--- src/rtl/wpg_pkg.sv ---
package wpg_pkg;
  typedef enum logic [1:0] {
    FLG_HOLD = 2'd0,
    FLG_SET  = 2'd1,
    FLG_CLR  = 2'd2
  } flg_act_t;
endpackage

--- src/rtl/wpg_seq_match.sv ---
module wpg_seq_match #(
  parameter int AW  = 17,
  parameter int DW  = 8,
  parameter int LEN = 3,
  parameter logic [LEN*AW-1:0] PAT_A = '0,
  parameter logic [LEN*DW-1:0] PAT_D = '0
) (
  input  logic          clk,
  input  logic          rst_n,
  input  logic          clear,
  input  logic          step,
  input  logic          flush,
  input  logic [AW-1:0] addr,
  input  logic [DW-1:0] data,
  output logic          consume,
  output logic          complete
);
  localparam int PW = $clog2(LEN + 1);

  logic [PW-1:0] pos_q, pos_eff, pos_nxt;
  logic          hit_cur, hit_first, at_last;

  always_comb begin
    pos_eff = clear ? '0 : pos_q;
    hit_cur = 1'b0;
    for (int i = 0; i < LEN; i++) begin
      if (pos_eff == PW'(i) && addr == PAT_A[i*AW +: AW] && data == PAT_D[i*DW +: DW])
        hit_cur = 1'b1;
    end
    hit_first = (addr == PAT_A[AW-1:0]) && (data == PAT_D[DW-1:0]);
    at_last   = (pos_eff == PW'(LEN - 1));
    complete  = hit_cur & at_last;
    consume   = hit_cur | hit_first;
    pos_nxt   = pos_eff;
    if (step) begin
      if (flush || complete) pos_nxt = '0;
      else if (hit_cur)      pos_nxt = pos_eff + 1'b1;
      else if (hit_first)    pos_nxt = PW'(1);
      else                   pos_nxt = '0;
    end
  end

  always_ff @(posedge clk) begin
    if (!rst_n) pos_q <= '0;
    else        pos_q <= pos_nxt;
  end
endmodule

--- src/rtl/wpg_flags.sv ---
module wpg_flags
  import wpg_pkg::*;
(
  input  logic     clk,
  input  logic     rst_n,
  input  flg_act_t act,
  input  logic     timeout,
  output logic     prot_q,
  output logic     key_eff
);
  logic key_q;

  assign key_eff = timeout ? 1'b0 : key_q;

  always_ff @(posedge clk) begin
    if (!rst_n) begin
      prot_q <= 1'b0;
      key_q  <= 1'b0;
    end else begin
      unique case (act)
        FLG_SET: begin prot_q <= 1'b1; key_q <= 1'b1;    end
        FLG_CLR: begin prot_q <= 1'b0; key_q <= 1'b0;    end
        default: begin prot_q <= prot_q; key_q <= key_eff; end
      endcase
    end
  end
endmodule

--- src/rtl/wpg_guard.sv ---
module wpg_guard
  import wpg_pkg::*;
#(
  parameter int AW      = 17,
  parameter int DW      = 8,
  parameter int EN_LEN  = 3,
  parameter int DIS_LEN = 6,
  parameter logic [EN_LEN*AW-1:0]  EN_A  = {17'h05555, 17'h02AAA, 17'h05555},
  parameter logic [EN_LEN*DW-1:0]  EN_D  = {8'hA0, 8'h55, 8'hAA},
  parameter logic [DIS_LEN*AW-1:0] DIS_A = {17'h05555, 17'h02AAA, 17'h05555,
                                            17'h05555, 17'h02AAA, 17'h05555},
  parameter logic [DIS_LEN*DW-1:0] DIS_D = {8'h20, 8'h55, 8'hAA, 8'h80, 8'h55, 8'hAA}
) (
  input  logic          clk,
  input  logic          rst_n,
  input  logic          wr_valid,
  output logic          wr_ready,
  input  logic [AW-1:0] wr_addr,
  input  logic [DW-1:0] wr_data,
  input  logic          seq_timeout,
  output logic          cm_valid,
  input  logic          cm_ready,
  output logic [AW-1:0] cm_addr,
  output logic [DW-1:0] cm_data,
  output logic          cm_commit,
  output logic          prot
);
  logic     step, is_cmd;
  logic     en_consume, en_done, dis_consume, dis_done;
  logic     key_eff;
  flg_act_t act;

  assign is_cmd   = en_consume | dis_consume;
  assign wr_ready = is_cmd | cm_ready;
  assign step     = wr_valid & wr_ready;

  wpg_seq_match #(.AW(AW), .DW(DW), .LEN(EN_LEN), .PAT_A(EN_A), .PAT_D(EN_D)) u_en (
    .clk(clk), .rst_n(rst_n), .clear(seq_timeout), .step(step),
    .flush(dis_done), .addr(wr_addr), .data(wr_data),
    .consume(en_consume), .complete(en_done)
  );

  wpg_seq_match #(.AW(AW), .DW(DW), .LEN(DIS_LEN), .PAT_A(DIS_A), .PAT_D(DIS_D)) u_dis (
    .clk(clk), .rst_n(rst_n), .clear(seq_timeout), .step(step),
    .flush(en_done), .addr(wr_addr), .data(wr_data),
    .consume(dis_consume), .complete(dis_done)
  );

  always_comb begin
    act = FLG_HOLD;
    if (step && en_done)       act = FLG_SET;
    else if (step && dis_done) act = FLG_CLR;
  end

  wpg_flags u_flags (
    .clk(clk), .rst_n(rst_n), .act(act), .timeout(seq_timeout),
    .prot_q(prot), .key_eff(key_eff)
  );

  assign cm_valid  = wr_valid & ~is_cmd;
  assign cm_addr   = wr_addr;
  assign cm_data   = wr_data;
  assign cm_commit = ~prot | key_eff;
endmodule

--- config.mk ---
export PLATFORM = sky130hd
export DESIGN_NAME = wpg_guard
export DESIGN_NICKNAME = d
export VERILOG_FILES = /design/src/rtl/wpg_pkg.sv /design/src/rtl/wpg_seq_match.sv /design/src/rtl/wpg_flags.sv /design/src/rtl/wpg_guard.sv
export SDC_FILE = /design/constraint.sdc
export NUM_CORES = 1
export LEC_CHECK = 0
export BUFFER_PORTS_ARGS = -buffer_cell sky130_fd_sc_hd__buf_2
export CAP_MARGIN = 20
export CORE_AREA = 3 3 66 68
export DETAILED_ROUTE_END_ITERATION = 16
export DIE_AREA = 0 0 69 71
export SYNTH_ARGS = -nofsm -noshare
export SYNTH_HDL_FRONTEND = slang
export SYNTH_SLANG_ARGS = --single-unit
--- constraint.sdc ---
create_clock -name clk -period 3.1 [get_ports clk]
set_input_delay 0.155 -clock clk [delete_from_list [all_inputs] [get_ports clk]]
set_output_delay 0.155 -clock clk [all_outputs]
set_load 0.05 [all_outputs]
# Word-level counts from Yosys, hierarchy flattened
# Cells that the tools add are included.
# op_classes
addsub	2
eq_ne	16
mux	24
bitwise	11
reduce_logical	25
# ops
operator	count
8-bit equality test, second input constant	3
1-bit logical AND	21
17-bit by 14-bit equality test with 1-bit output, second input constant	1
17-bit by 15-bit equality test with 1-bit output, second input constant	1
1-bit two-way mux	12
2-bit two-way mux	6
3-bit two-way mux	4
8-bit by 6-bit equality test with 1-bit output, second input constant	1
8-bit by 7-bit equality test with 1-bit output, second input constant	1
3-bit by 2-bit equality test with 1-bit output, second input constant	2
3-bit equality test, second input constant	2
1-bit OR	5
1-bit bitwise AND	4
2-bit by 1-bit equality test with 1-bit output, second input constant	2
2-bit equality test, second input constant	2
1-bit one-hot mux with 2 select lines	2
3-bit by 1-bit adder with 3-bit output, second input constant	1
3-bit by 1-bit equality test with 1-bit output, second input constant	1
3-bit logical NOT	1
2-bit by 1-bit adder with 2-bit output, second input constant	1
2-bit logical NOT	1
1-bit inverter	2
2-bit nonzero test	1
1-bit logical OR	1
# totals
register_bits	7
in_bits	30
out_inout_bits	29

# Depth between registers and ports, before layout
# depth
word_depth	19
ltp_mapped	11
ltp_nobuf	11

# Cells and area by module
# Synthesis repeated with hierarchy kept, for this count alone.
# hier_totals
hier_cells	148
area_unflattened_um2	1201.2
# modules_own_cells
module	n_inst	cells_per_inst	area_per_inst_um2
wpg_seq_match at u_dis	1	58	470.5
wpg_seq_match at u_en	1	47	380.4
wpg_guard	1	31	236.5
wpg_flags	1	12	113.9

# Worst setup path after synthesis
# OpenSTA, ideal clock, no wires.
# synth_timing
path_type	reg2reg
from	reg u_dis.pos_q[0]
to	reg u_flags.key_q
arrival_ns	2.312
path_slack_ns	0.665
path_stages_with_launch	12
n_path_buf	0
synth_period_minus_slack_ns	2.435
cell_sequence	dfxtp_1 > nand2b_1 > inv_1 > ha_1 > ha_1 > and4_1 > a31oi_1 > o21ai_1 > a221oi_2 > nand2b_1 > nand4_1 > a21oi_1
# synth_via
elab_chain_len	19
word_cells_on_any_way	37
classes_between	7 x eq/ne; 10 x mux; 5 x bitwise; 15 x reduce/logical
# synth_lines
item	line	rtl
from (decl)	wpg_seq_match.sv:20	logic [PW-1:0] pos_q, pos_eff, pos_nxt;
from (signal assigned)	wpg_seq_match.sv:45	else pos_q <= pos_nxt;
3-bit two-way mux *	wpg_seq_match.sv:24	pos_eff = clear ? '0 : pos_q;
3-bit logical NOT	wpg_seq_match.sv:27	if (pos_eff == PW'(i) && addr == PAT_A[i*AW +: AW] && data == PAT_D[i*DW +: DW])
1-bit logical AND (2 in a row)	wpg_seq_match.sv:27	
1-bit two-way mux (5 in a row)	wpg_seq_match.sv:27	
1-bit two-way mux *	wpg_seq_match.sv:27	
1-bit OR *	wpg_seq_match.sv:33	consume = hit_cur | hit_first;
1-bit OR *	wpg_guard.sv:33	assign is_cmd = en_consume | dis_consume;
1-bit OR *	wpg_guard.sv:34	assign wr_ready = is_cmd | cm_ready;
named net wr_ready	wpg_guard.sv:17	output logic wr_ready,
1-bit bitwise AND *	wpg_guard.sv:35	assign step = wr_valid & wr_ready;
1-bit logical AND	wpg_guard.sv:52	else if (step && dis_done) act = FLG_CLR;
2-bit two-way mux	wpg_guard.sv:52	
2-bit two-way mux *	wpg_guard.sv:51	if (step && en_done) act = FLG_SET;
2-bit equality test or 2-bit by 1-bit equality test with 1-bit output (tied branches)	wpg_flags.sv:20	unique case (act)
1-bit one-hot mux with 2 select lines *	wpg_flags.sv:20	
to (signal assigned)	wpg_flags.sv:23	default: begin prot_q <= prot_q; key_q <= key_eff; end
to (decl)	wpg_flags.sv:11	logic key_q;
# Mark *: on every way through the listed nets, which the timed path passes. The rest lies on a longest branch.
# A chain may end at the register's enable or synchronous reset.

# Worst setup path after layout
# layout_timing
from	reg u_dis.pos_q[0]
to	out cm_valid
# layout_via
elab_chain_len	14
word_cells_on_any_way	29
classes_between	5 x eq/ne; 7 x mux; 4 x bitwise; 13 x reduce/logical
# layout_lines
item	line	rtl
3-bit two-way mux *	wpg_seq_match.sv:24	
3-bit logical NOT	wpg_seq_match.sv:27	
1-bit logical AND (2 in a row)	wpg_seq_match.sv:27	
1-bit two-way mux (5 in a row)	wpg_seq_match.sv:27	
1-bit two-way mux *	wpg_seq_match.sv:27	
1-bit OR *	wpg_seq_match.sv:33	
1-bit OR *	wpg_guard.sv:33	
1-bit inverter *	wpg_guard.sv:60	assign cm_valid = wr_valid & ~is_cmd;
1-bit bitwise AND *	wpg_guard.sv:60	
to (decl)	wpg_guard.sv:21	output logic cm_valid,
# Every way passes the cells marked *; elsewhere a longest branch is shown, timed or not.

==> results.txt <==
status -> finished clean
launch point of the worst reg-to-reg path -> u_dis.pos_q[0]$_SDFF_PN0_
row count -> 23
Routed Antenna Nets -> 0
worst reg-to-reg path cell count -> 11
Max Cap Viol -> 0
Fillers -> 429
FF-to-FF End -> u_dis.pos_q[0]$_SDFF_PN0_
# placed instances -> 224
crit path time final -> 2.70 ns
fraction of final layout cells sized beyond drive strength 1 -> 44.9%
Cells after Synth -> 141
Pre-antenna DRT Iters -> 4
Slew @ Worst Pin -> 0.491 ns
total power -> 0.000359 W
final non-filler cell total -> 228
Worst Path Arrival -> 2.54 ns
CTS tree -> done
pin count of the biggest net entering global routing -> 9
ant diodes -> 0
clk_skew -> 0.000813 ns
Die H -> 71 um
Vias -> 1128
Ys Warns -> 0
RSZ-0062 raised after global routing -> false
final setup TNS -> 0 ns
nets@finish -> 217
Starting DRT DRC Count -> 60
routed wire length -> 2970 um
total die area -> 0.00490 mm^2
Power Dens Cells -> 268 mW/mm^2
synth unique cells -> 45
synthesized area -> 0.00113 mm^2
clock slew at reported path FFs -> 0.04 ns
Tcrit/Tclk final -> 87.1%
H-tree levels -> 1
Core Region -> 0.00391 mm^2
WHS Path Cells -> 3
routed len/inst -> 13.0 um
r2r setup slk -> 0.65 ns
Final Setup Violations -> 0
Synth Register Bits -> 7
worst hold path type -> input port to flop
CP Class -> flop to output pin
# hold bufs at CTS -> 0
CTS sink cnt -> 7
Worst Min Path Start -> rst_n
Die Span X -> 69 um
Post-CTS Setup Bufs -> 0
Main synth FF type -> dfxtp_1
first-pass GRT wire length -> 4980 um
Crit path required time -> 2.94 ns
register area share after synthesis -> 12.4%
P_leak -> 0.587 nW
placement-stage cell area -> 0.00129 mm^2
crit path max fanout -> 4
endpoints failing hold -> 0
total CTS buffers -> 3
Starting Density -> 28.8%
Detailed Place HPWL -> 2490 um
worst vdd ir -> 107 uV
Worst setup SP type -> flop
number of flops mapped to enable cells by yosys -> 0
gp weighted congestion -> 0.857
Remaining DRCs -> 0
worst skew pair latency -> 0.23 ns
Slew Viols, Final -> 0
Setup crit end kind -> output pin
drt via density -> 4.95
Rel. slew slack -> 67.0%
Setup crit start -> u_dis.pos_q[0]$_SDFF_PN0_
initial antenna violation count -> 0
cell area after layout -> 0.00134 mm^2
Peak Freq -> 0.370 GHz
Root Driver -> clkbuf_8
vias in the first global route -> 1066
I/O Buffers -> 58
Post-CTS Resized -> 0
fraction of registers with async set/reset -> 0%
clock buffer depth -> 2
total track usage -> 12.0%
Mapped Nets -> 179
# IOs -> 59
area delta synth->final -> 18.6%
Syn Area/Cell -> 8.00 um^2
GR Overflow Total -> 0
hold path endpoint -> u_en.pos_q[1]$_SDFF_PN0_
-- kinds of logic (layout without fill, tap and decap cells) --
kind of cell               Yosys count  after routing  synth area share, %
and+or+nand+nor                     65             65                 39.1
buffers and inverters               33             70                 19.3
DFF                                  7              7                 12.4
adders and majority gates            8              8                 8.87
AOI/OAI and AO/OA                   28             28                 20.3
-- Yosys cell counts (2+ instances only) --
cell type | instances | area (um^2)
o21ai_0 | 2 | 10.0
nand4_1 | 6 | 37.5
nand2_1 | 10 | 37.5
o21ai_1 | 3 | 15.0
nor3_1 | 4 | 20.0
ha_1 | 8 | 100
inv_1 | 7 | 26.3
nand3_2 | 2 | 20.0
o32ai_2 | 2 | 32.5
o21ai_2 | 2 | 17.5
nand3_1 | 9 | 45.0
nand2b_1 | 6 | 37.5
a21oi_1 | 9 | 45.0
buf_4 | 25 | 188
a221o_1 | 2 | 20.0
nor4bb_1 | 2 | 20.0
nor2_1 | 7 | 26.3
and4b_1 | 2 | 20.0
dfxtp_1 | 7 | 140
-- final cells by class --
cell class | instances | area, um^2 | share of cell area [%]
Multi-Input combinational cell | 101 | 771 | 57.6
Timing Repair Buffer | 58 | 290 | 21.7
Tap cell | 50 | 62.6 | 4.67
Clock buffer | 4 | 45.0 | 3.36
Sequential cell | 7 | 140 | 10.5
Inverter | 8 | 30.0 | 2.24
-- critical path, stage by stage, from the launching register on --
cell and delay [ns]:
dfxtp_1 0.29, nand2b_1 0.15, inv_1 0.12, ha_1 0.21, ha_1 0.16, and4_1 0.19, a31oi_1 0.22, o21ai_1 0.14
a221oi_2 0.34, and3_2 0.24, buf_2 0.26
-- where the power goes --
| group | internal (W) | switching (W) | leakage (nW) | total (W) |
|---|---|---|---|---|
| combinational | 0.0000350 | 0.000102 | 0.507 | 0.000137 |
| sequential | 0.0000904 | 0.000000000000189 | 0.0563 | 0.0000904 |
| clock | 0.0000893 | 0.0000425 | 0.0228 | 0.000132 |
| total | 0.000215 | 0.000145 | 0.587 | 0.000359 |
-- through the flow --
stage               worst slack, ns  hold WS, ns  utilization (%)
global placement              0.600        0.464             33.1
global route                  0.187        0.258             34.2
finish                        0.401        0.231             34.2
detailed placement            0.559        0.466             33.1
floorplan                     0.665        0.292                -
CTS                           0.383        0.229             34.2
-- registers in the layout, summed over array words and instances, names as in the netlist --
register and flops:
u_dis.pos_q 3, u_en.pos_q 2, u_flags.key_q 1, u_flags.prot_q 1
-- how the worst max path moves through the flow --
stage | to | slack [ns]
final | cm_valid | 0.40
after global routing | cm_valid | 0.19
after CTS | cm_valid | 0.38
after detailed placement | cm_valid | 0.56
after global placement | cm_valid | 0.60
after floorplan | u_flags.key_q$_SDFF_PN0_ | 0.67
-- cells in the final DEF (no fill, tap or decap), drive strengths merged, types with 3 or more instances in the layout --
cell type,instances
nor2,7
and4b,3
o21ai,7
nor4,3
ha,8
a21oi,9
nand4,7
nand2b,6
inv,8
nand3,11
buf,58
dfxtp,7
clkbuf,4
nand2,10
nor3,5
-- layer usage --
layer | GRT usage, % | share of wire, % | up-vias
met5 | 0 | 0 | -
met4 | 0.651 | 0 | 0
met3 | 2.84 | 4.9 | 0
met2 | 22.0 | 53 | 34
met1 | 14.9 | 42 | 522
li1 | - | - | 572
Note: power is estimated with default switching activity, not from simulation.
